**src/rtl/cla_pkg.sv**
```systemverilog
package cla_pkg;
  localparam int unsigned GRP_W_DEF = 4;
  localparam int unsigned N_GRP_DEF = 4;
endpackage

```
**src/rtl/cla_carry_unit.sv**
```systemverilog
// Flattened lookahead: carry k = OR of g[j]*p[k-1..j+1], plus p[k-1..0]*cin
module cla_carry_unit #(
  parameter int unsigned N  = 4,
  parameter int unsigned CW = 4
) (
  input  logic [N-1:0]  g_i,
  input  logic [N-1:0]  p_i,
  input  logic          c_i,
  output logic [CW-1:0] c_o
);
  always_comb begin
    logic prod;
    logic acc;
    c_o = '0;
    for (int k = 1; k <= int'(CW); k++) begin
      prod = 1'b1;
      acc  = 1'b0;
      for (int j = k - 1; j >= 0; j--) begin
        acc  = acc | (prod & g_i[j]);
        prod = prod & p_i[j];
      end
      c_o[k-1] = acc | (prod & c_i);
    end
  end
endmodule

```
**src/rtl/cla_group_pg.sv**
```systemverilog
module cla_group_pg #(
  parameter int unsigned N = 4
) (
  input  logic [N-1:0] g_i,
  input  logic [N-1:0] p_i,
  output logic         g_o,
  output logic         p_o
);
  always_comb begin
    logic prod;
    prod = 1'b1;
    g_o  = 1'b0;
    for (int j = N - 1; j >= 0; j--) begin
      g_o  = g_o | (prod & g_i[j]);
      prod = prod & p_i[j];
    end
    p_o = prod;
  end
endmodule

```
**src/rtl/cla_group4.sv**
```systemverilog
module cla_group4 #(
  parameter int unsigned W = 4
) (
  input  logic [W-1:0] a_i,
  input  logic [W-1:0] b_i,
  input  logic         c_i,
  output logic [W-1:0] s_o,
  output logic         g_o,
  output logic         p_o
);
  logic [W-1:0] bit_g, bit_p, carry;
  logic [W-2:0] c_int;

  assign bit_g = a_i & b_i;
  assign bit_p = a_i ^ b_i;

  cla_carry_unit #(.N(W), .CW(W - 1)) i_carry (
    .g_i(bit_g), .p_i(bit_p), .c_i(c_i), .c_o(c_int)
  );

  cla_group_pg #(.N(W)) i_pg (
    .g_i(bit_g), .p_i(bit_p), .g_o(g_o), .p_o(p_o)
  );

  assign carry = {c_int, c_i};
  assign s_o   = bit_p ^ carry;
endmodule

```
**src/rtl/cla_adder16.sv**
```systemverilog
module cla_adder16
  import cla_pkg::*;
#(
  parameter int unsigned GRP_W = GRP_W_DEF,
  parameter int unsigned N_GRP = N_GRP_DEF
) (
  input  logic [GRP_W*N_GRP-1:0] a_i,
  input  logic [GRP_W*N_GRP-1:0] b_i,
  input  logic                   c_i,
  output logic [GRP_W*N_GRP-1:0] sum_o,
  output logic                   c_o
);
  logic [N_GRP-1:0] grp_g, grp_p;
  logic [N_GRP:0]   grp_c;
  logic [N_GRP-1:0] top_c;

  for (genvar k = 0; k < N_GRP; k++) begin : g_grp
    cla_group4 #(.W(GRP_W)) i_grp (
      .a_i(a_i[k*GRP_W +: GRP_W]),
      .b_i(b_i[k*GRP_W +: GRP_W]),
      .c_i(grp_c[k]),
      .s_o(sum_o[k*GRP_W +: GRP_W]),
      .g_o(grp_g[k]),
      .p_o(grp_p[k])
    );
  end

  // second level: same equations over slice g/p
  cla_carry_unit #(.N(N_GRP), .CW(N_GRP)) i_top_carry (
    .g_i(grp_g), .p_i(grp_p), .c_i(c_i), .c_o(top_c)
  );

  assign grp_c = {top_c, c_i};
  assign c_o   = grp_c[N_GRP];
endmodule

```
**config.mk**
```make
export PLATFORM = sky130hd
export DESIGN_NAME = cla_adder16
export DESIGN_NICKNAME = d
export VERILOG_FILES = /design/src/rtl/cla_pkg.sv /design/src/rtl/cla_carry_unit.sv /design/src/rtl/cla_group_pg.sv /design/src/rtl/cla_group4.sv /design/src/rtl/cla_adder16.sv
export SDC_FILE = /design/constraint.sdc
export NUM_CORES = 1
export LEC_CHECK = 0
export BUFFER_PORTS_ARGS = -buffer_cell sky130_fd_sc_hd__buf_2
export CAP_MARGIN = 40
export CORE_UTILIZATION = 42
export DETAILED_ROUTE_END_ITERATION = 8
export GPL_TIMING_DRIVEN = 1
export MAX_ROUTING_LAYER = met4
export PLACE_DENSITY = 0.84
export RECOVER_POWER = 100
export SYNTH_ARGS = -nofsm -noshare
export SYNTH_HDL_FRONTEND = slang
export SYNTH_SLANG_ARGS = --single-unit
```
**constraint.sdc**
```tcl
create_clock -name vclk -period 5.8
set_input_delay 1.74 -clock vclk [all_inputs]
set_output_delay 1.74 -clock vclk [all_outputs]
set_load 0.03 [all_outputs]
```
==> results of run 1 <==
[cells by family after synthesis]
kind of cell               count (synthesis)  synth area share [%]
and+or+nand+nor                           15                  12.1
adders and majority gates                 20                  43.8
AOI/OAI and AO/OA                         21                  26.0
xor gates and xnor gates                  11                  15.1
buffers and inverters                      5                  2.94
[layout make-up]
cell class,instances,area (µm²),area share [%]
Inverter,5,18.8,2.10
Multi-Input combinational cell,67,621,69.5
Tap cell,15,18.8,2.10
Timing Repair Buffer,50,235,26.3
[power by group]
part / leakage (nW) / internal, mW / switching (mW)
clock: 0 / 0 / 0
combinational: 0.491 / 0.0500 / 0.0984
sequential: 0 / 0 / 0
total: 0.491 / 0.0500 / 0.0984
[metrics by stage]
step,utilization [%],hold WS [ns],area [µm²]
finish,66.2,3.93,893
global route,66.2,3.96,893
CTS,67.3,3.92,908
detailed placement,67.3,3.92,908
global placement,67.3,3.91,908
floorplan,-,3.79,639
[worst paths after layout]
check / cells after the start / slack (ns) / start / endpoint
max: 11 / 0.12 / a_i[2] / sum_o[13]
min: 3 / 3.93 / b_i[12] / sum_o[12]
[Yosys cell counts (all sizes together) (2+ instances only)]
cell type / number
nand2: 4
xnor2: 3
nand4: 2
a21o: 4
inv: 5
xor2: 8
ha: 16
nor2: 4
fa: 4
a21oi: 7
nor3: 2
o21a: 2
[tightest hold or removal path, delay by kind of cell]
kind / cells / cell delay [ns]
buffers and inverters: 2 / 0.29
adders and majority gates: 1 / 0.16
[per-layer routing]
metal | part of all wire, % | track usage [%] | vias to the layer above
li1 | - | - | 364
met1 | 40 | 20.6 | 326
met2 | 54 | 41.8 | 30
met3 | 5.6 | 0 | 0
met4 | 0 | 0 | 0
met5 | 0 | - | -
[timing repair]
action / 4_1_cts / 5_1_grt
resized for setup: 0 / 1
setup endpoints to repair: 0 / 1
buffers inserted: 0 / 0
==> impl_results.md, run 1 <==
* Post-route minimum period at between 5 and 6 ns
* Synth top area share at between 30% and 40%
* Non-Filler Instances at about 140
* Vias per inst at between 5 and 6
* Total Wirelength at 1.54 mm
* Remaining Overflow, GRT at 0
* Max-slew headroom at approximately three quarters
* CP bufs+invs at 2
* Max-Cap Viols at 0
* Worst min-delay path class: primary input to output port
* Max incr delay on CP at roughly 0.37 ns
* CLK BUF at 0
* Critical path cell sequence: buf_2, ha_1, a21o_1, a21oi_2, a21oi_2, o2111ai_2, nand2_1, a21o_1, fa_1, xor2_1, clkbuf_4
* Starting DRC count in detailed routing at 1
* Worst Max-Slew Pin Slew at around 0.37 ns
* Antenna-violating nets left at 0
* DP Worst Slack at approximately 0.12 ns
* Fin. max-slew vios at 0
* Number of remaining DRC errors at 0
* FF+latch count at 0
* Max Fclk at ~0.18 GHz
* Pwr/cell area at between 150 and 200 nW/µm²
* WL/cell at about 11 µm
* Cells after Synth at roughly 70
* I/O pin count at 50
* P_leak at 0.491 nW
* Crit share post-route at a little over nine tenths
* Yosys warns at 0
* Arrival @ worst endpoint at 3.94 ns
* # placed instances at about 140
* DR vias at just over 700
* Crit Path Max Fanout at 4
* Core box area at around 1400 µm²
* Largest net degree at the start of global routing at 5
* Cell variety after synth at 26
* Chip width at between 40 and 50 µm
* Layout cells sized above 1 at about a third
* Worst setup EP type: output port
* Final WS setup at 0.124 ns
* FP Rows at 13
* Vias in the first global route at 608
* Slowest-stage cell, CP: fa_1
* Highest-count cells in the layout ignoring fill and taps: buf_2 (34), ha_1 (16), clkbuf_1 (14), xor2_1 (8), inv_1 (5)
* Synth Net Count at roughly 130
* GR Util All Layers at slightly below 20%
* Area growth from synthesis to layout at 39.7%
* Initial Utilization at between 40% and 50%
* TritonRoute pass-1 iters at 2
* Most common cell after layout, fill and taps aside: buf_2
* Top cells by area, synth: ha_1 (31%), fa_1 (13%), xor2_1 (11%), a21oi_2 (4.1%), xnor2_1 (4.1%)
* PortBufs at 50
* # fillers at around 140
* Worst setup path category: primary input to output port
* Run status: completed
* Initial antenna violation count at 0
* Die H at slightly above 40 µm
* GPL Wtd Cong at about 0.73
* Post-Syn Area at about 640 µm²
* Worst path top cell family by delay: compound AO/OA/AOI/OAI gates
* Post-synth top area cell: ha_1
* Die ar. at ~1700 µm²
* Seq/Total Area, Yosys at 0%
* Final Hold Fails at 0
* Peak VDD IR at between 80 and 90 µV
* Worst Path Required at just over 4 ns
* # setup viols final at 0
* First-pass GRT wire length at approximately 2.2 mm
* Ant. Diodes at 0
* Final setup TNS at 0 ns
* Layout net count at 177
* Register area at 0 µm²
* Syn avg cell area at 8.88 µm²
* CP Launch Type: primary input
* HPWL Detailed at approximately 1.5 mm
* Pwr Total at between 0.1 and 0.15 mW
* Hold-fix buffers at CTS at 0
(Power assumes the default switching activity.)
==> run 2, diff against run 1 <==
--- a/config.mk
+++ b/config.mk
@@ -5,9 +5,10 @@
 export SDC_FILE = /design/constraint.sdc
 export NUM_CORES = 1
 export LEC_CHECK = 0
+export ABC_AREA = 1
 export BUFFER_PORTS_ARGS = -buffer_cell sky130_fd_sc_hd__buf_2
 export CAP_MARGIN = 40
-export CORE_UTILIZATION = 42
+export CORE_UTILIZATION = 45
 export DETAILED_ROUTE_END_ITERATION = 8
 export GPL_TIMING_DRIVEN = 1
 export MAX_ROUTING_LAYER = met4
==> impl_results.md, run 2 <==
* Post-Syn Area at between 700 and 800 µm²
* Layout cells sized above 1 at 23.9%
* Mux contribution to synthesized area at 0%
* CLK BUF at 0
* Final Hold Fails at 0
* Synth Net Count at around 180
* Resized Gates After CTS at 0
* Run status: complete, but fails checks
* Number of remaining DRC errors at 4
* Hold-fix buffers at CTS at 0
* Sequential fraction of design power at 0%
* Core box area at 1560 µm²
* GRT met1 Usage at roughly 23%
* HPWL Detailed at 1.62 mm
* GR Util All Layers at 19.5%
* Crit Path Max Fanout at 5
* Starting DRC count in detailed routing at 19
* Most common cell after layout, fill and taps aside: nand2_1
* Sw frac at 68.8%
* Yosys warns at 0
* Post-Synth Simple-Gate Area at ~38%
* Total setup buffers inserted after CTS at 0
* Chip width at roughly 43 µm
* Vias in the first global route at about 800
* # setup viols final at 0
* Worst Path Required at between 4 and 5 ns
* Grt peak-use layer: met2
* Syn avg cell area at 6.15 µm²
* I/O pin count at 50
* Synth Area in Compound Gates at around 6.6%
* DR vias at 908
* Most frequent cell after synthesis: nand2_1
* Vias per inst at 4.73
* Antenna-violating nets left at 0
* FF+latch count at 0
* Remaining Overflow, GRT at 0
* Worst setup EP type: output port
* Xor/xnor share of the synthesized area at ~8%
* Die ar. at 1890 µm²
* Clock power frac at 0%
* CP endpoint: sum_o[13]
* PortBufs at 50
* Max Fclk at approximately 0.18 GHz
* CP Launch Type: primary input
* Comb pwr share at 100.0%
* Met3 GRT Util at 0%
* Util after Layout at 65.7%
* Cell variety after synth at 20
* Area growth from synthesis to layout at 32.1%
* Highest-count cells in the layout ignoring fill and taps: nand2_1 (39), buf_2 (33), inv_1 (23), clkbuf_1 (17), ha_1 (16)
* Register area at 0 µm²
* RSZ-0062 raised after global routing: false
* P_leak at between 0.6 and 0.7 nW
* FP Rows at 14
* # fillers at roughly 170
* Crit share post-route at a little over nine tenths
* Ant. Diodes at 0
* Main combinational cell family by area after synthesis: simple AND/OR/NAND/NOR gates
* Largest net degree at the start of global routing at 6
* Fin. max-slew vios at 0
* Die H at roughly 43 µm
* Pwr/cell area at between 100 and 150 nW/µm²
* Net switching power figure at approximately 0.11 mW
* Post-Synth Adder-Cell Area at between 30% and 40%
* Synth top area share at about a quarter
* Worst min-delay path class: primary input to output port
* Arrival @ worst endpoint at around 3.7 ns
* Post-route minimum period at about 5.4 ns
* Seq/Total Area, Yosys at 0%
* Cells after Synth at about 130
* Max-Cap Viols at 0
* Synth top cells by count: nand2_1 (39), inv_1 (23), ha_1 (16), nand3_1 (9)
* Layout net count at around 230
* Internal at roughly 0.048 mW
* Post-synth top area cell: ha_1
* Worst Max-Slew Pin Slew at 0.374 ns
* First-pass GRT wire length at slightly below 3 mm
* GPL Wtd Cong at approximately 0.85
* Initial antenna violation count at 0
* Initial Utilization at ~50%
* Peak VDD IR at a little under 90 µV
* Total Wirelength at around 1.7 mm
* CP startpoint: a_i[10]
* Top cells by area, synth: ha_1 (26%), nand2_1 (19%), inv_1 (11%), fa_1 (10%), nand3_1 (5.8%)
* Max-slew headroom at between 70% and 80%
* Grt met2 use at between 30% and 40%
* Final setup TNS at 0 ns
* TritonRoute pass-1 iters at 8
* Worst setup path category: primary input to output port
* WL/cell at about 9.0 µm
* Failing checks: design-rule violations
-- run 2: cell types whose count changed in the layout (fill, tap and decap cells not counted), moves of 3 or more --
cell and delta:
a21o_1 -3, a21oi_2 -3, clkbuf_1 +3, inv_1 +18, nand2_1 +35, nand2_2 +6
nand3_1 +9, xor2_1 -3
-- run 2: worst max-delay path: stages --
cell and delay, ns:
buf_2 0.10, ha_1 0.36, nand2_2 0.12, inv_2 0.04, nand2_1 0.07, nand2_1 0.07
nor2_1 0.13, nand2_2 0.07, and2_1 0.14, fa_1 0.38, xor2_1 0.16, clkbuf_1 0.32
-- run 2: worst min-delay path by stage --
stage,from,to,cells past startpoint
after floorplan,c_i,sum_o[0],3
after global placement,b_i[8],sum_o[8],3
after detailed placement,b_i[8],sum_o[8],3
after CTS,b_i[8],sum_o[8],3
after global routing,b_i[5],sum_o[5],4
final,b_i[13],sum_o[13],4
-- run 2: cells by family (layout without fill, tap and decap cells) --
logic type	after synthesis	count (layout)
XOR/XNOR	7	7
buffers and inverters	24	74
AO/OA/AOI/OAI	9	9
adder cells (fa/ha/maj)	20	20
AND/OR/NAND/NOR	66	66
-- run 2: layout make-up --
class	count	area (µm²)	area share, %
inverters	24	90.1	8.80
multi-input cells	102	684	66.9
repair buffers	50	229	22.4
well taps	16	20.0	1.96
-- run 2: power by group through the flow --
stage               combinational (mW)  sequential, mW  clock [mW]
floorplan                        0.118               0           0
global placement                 0.155               0           0
detailed placement               0.159               0           0
CTS                              0.160               0           0
global route                     0.168               0           0
finish                           0.153               0           0
-- run 2: per-layer routing --
layer | part of all wire [%] | routed length, µm
met5 | 0 | 0
met1 | 44 | 758
met2 | 53 | 911
met3 | 3.5 | 61
met4 | 0 | 0
-- run 2: per-stage QoR --
stage / std cells / power, mW / cell area [µm²] / hold WS, ns / setup slack, ns
floorplan: 126 / 0.118 / 774 / 3.79 / 0.511
global placement: 192 / 0.155 / 1040 / 3.92 / 0.520
detailed placement: 192 / 0.159 / 1040 / 3.92 / 0.481
CTS: 192 / 0.160 / 1040 / 3.92 / 0.456
global route: 192 / 0.168 / 1020 / 4.04 / 0.221
finish: 192 / 0.153 / 1020 / 4.01 / 0.357
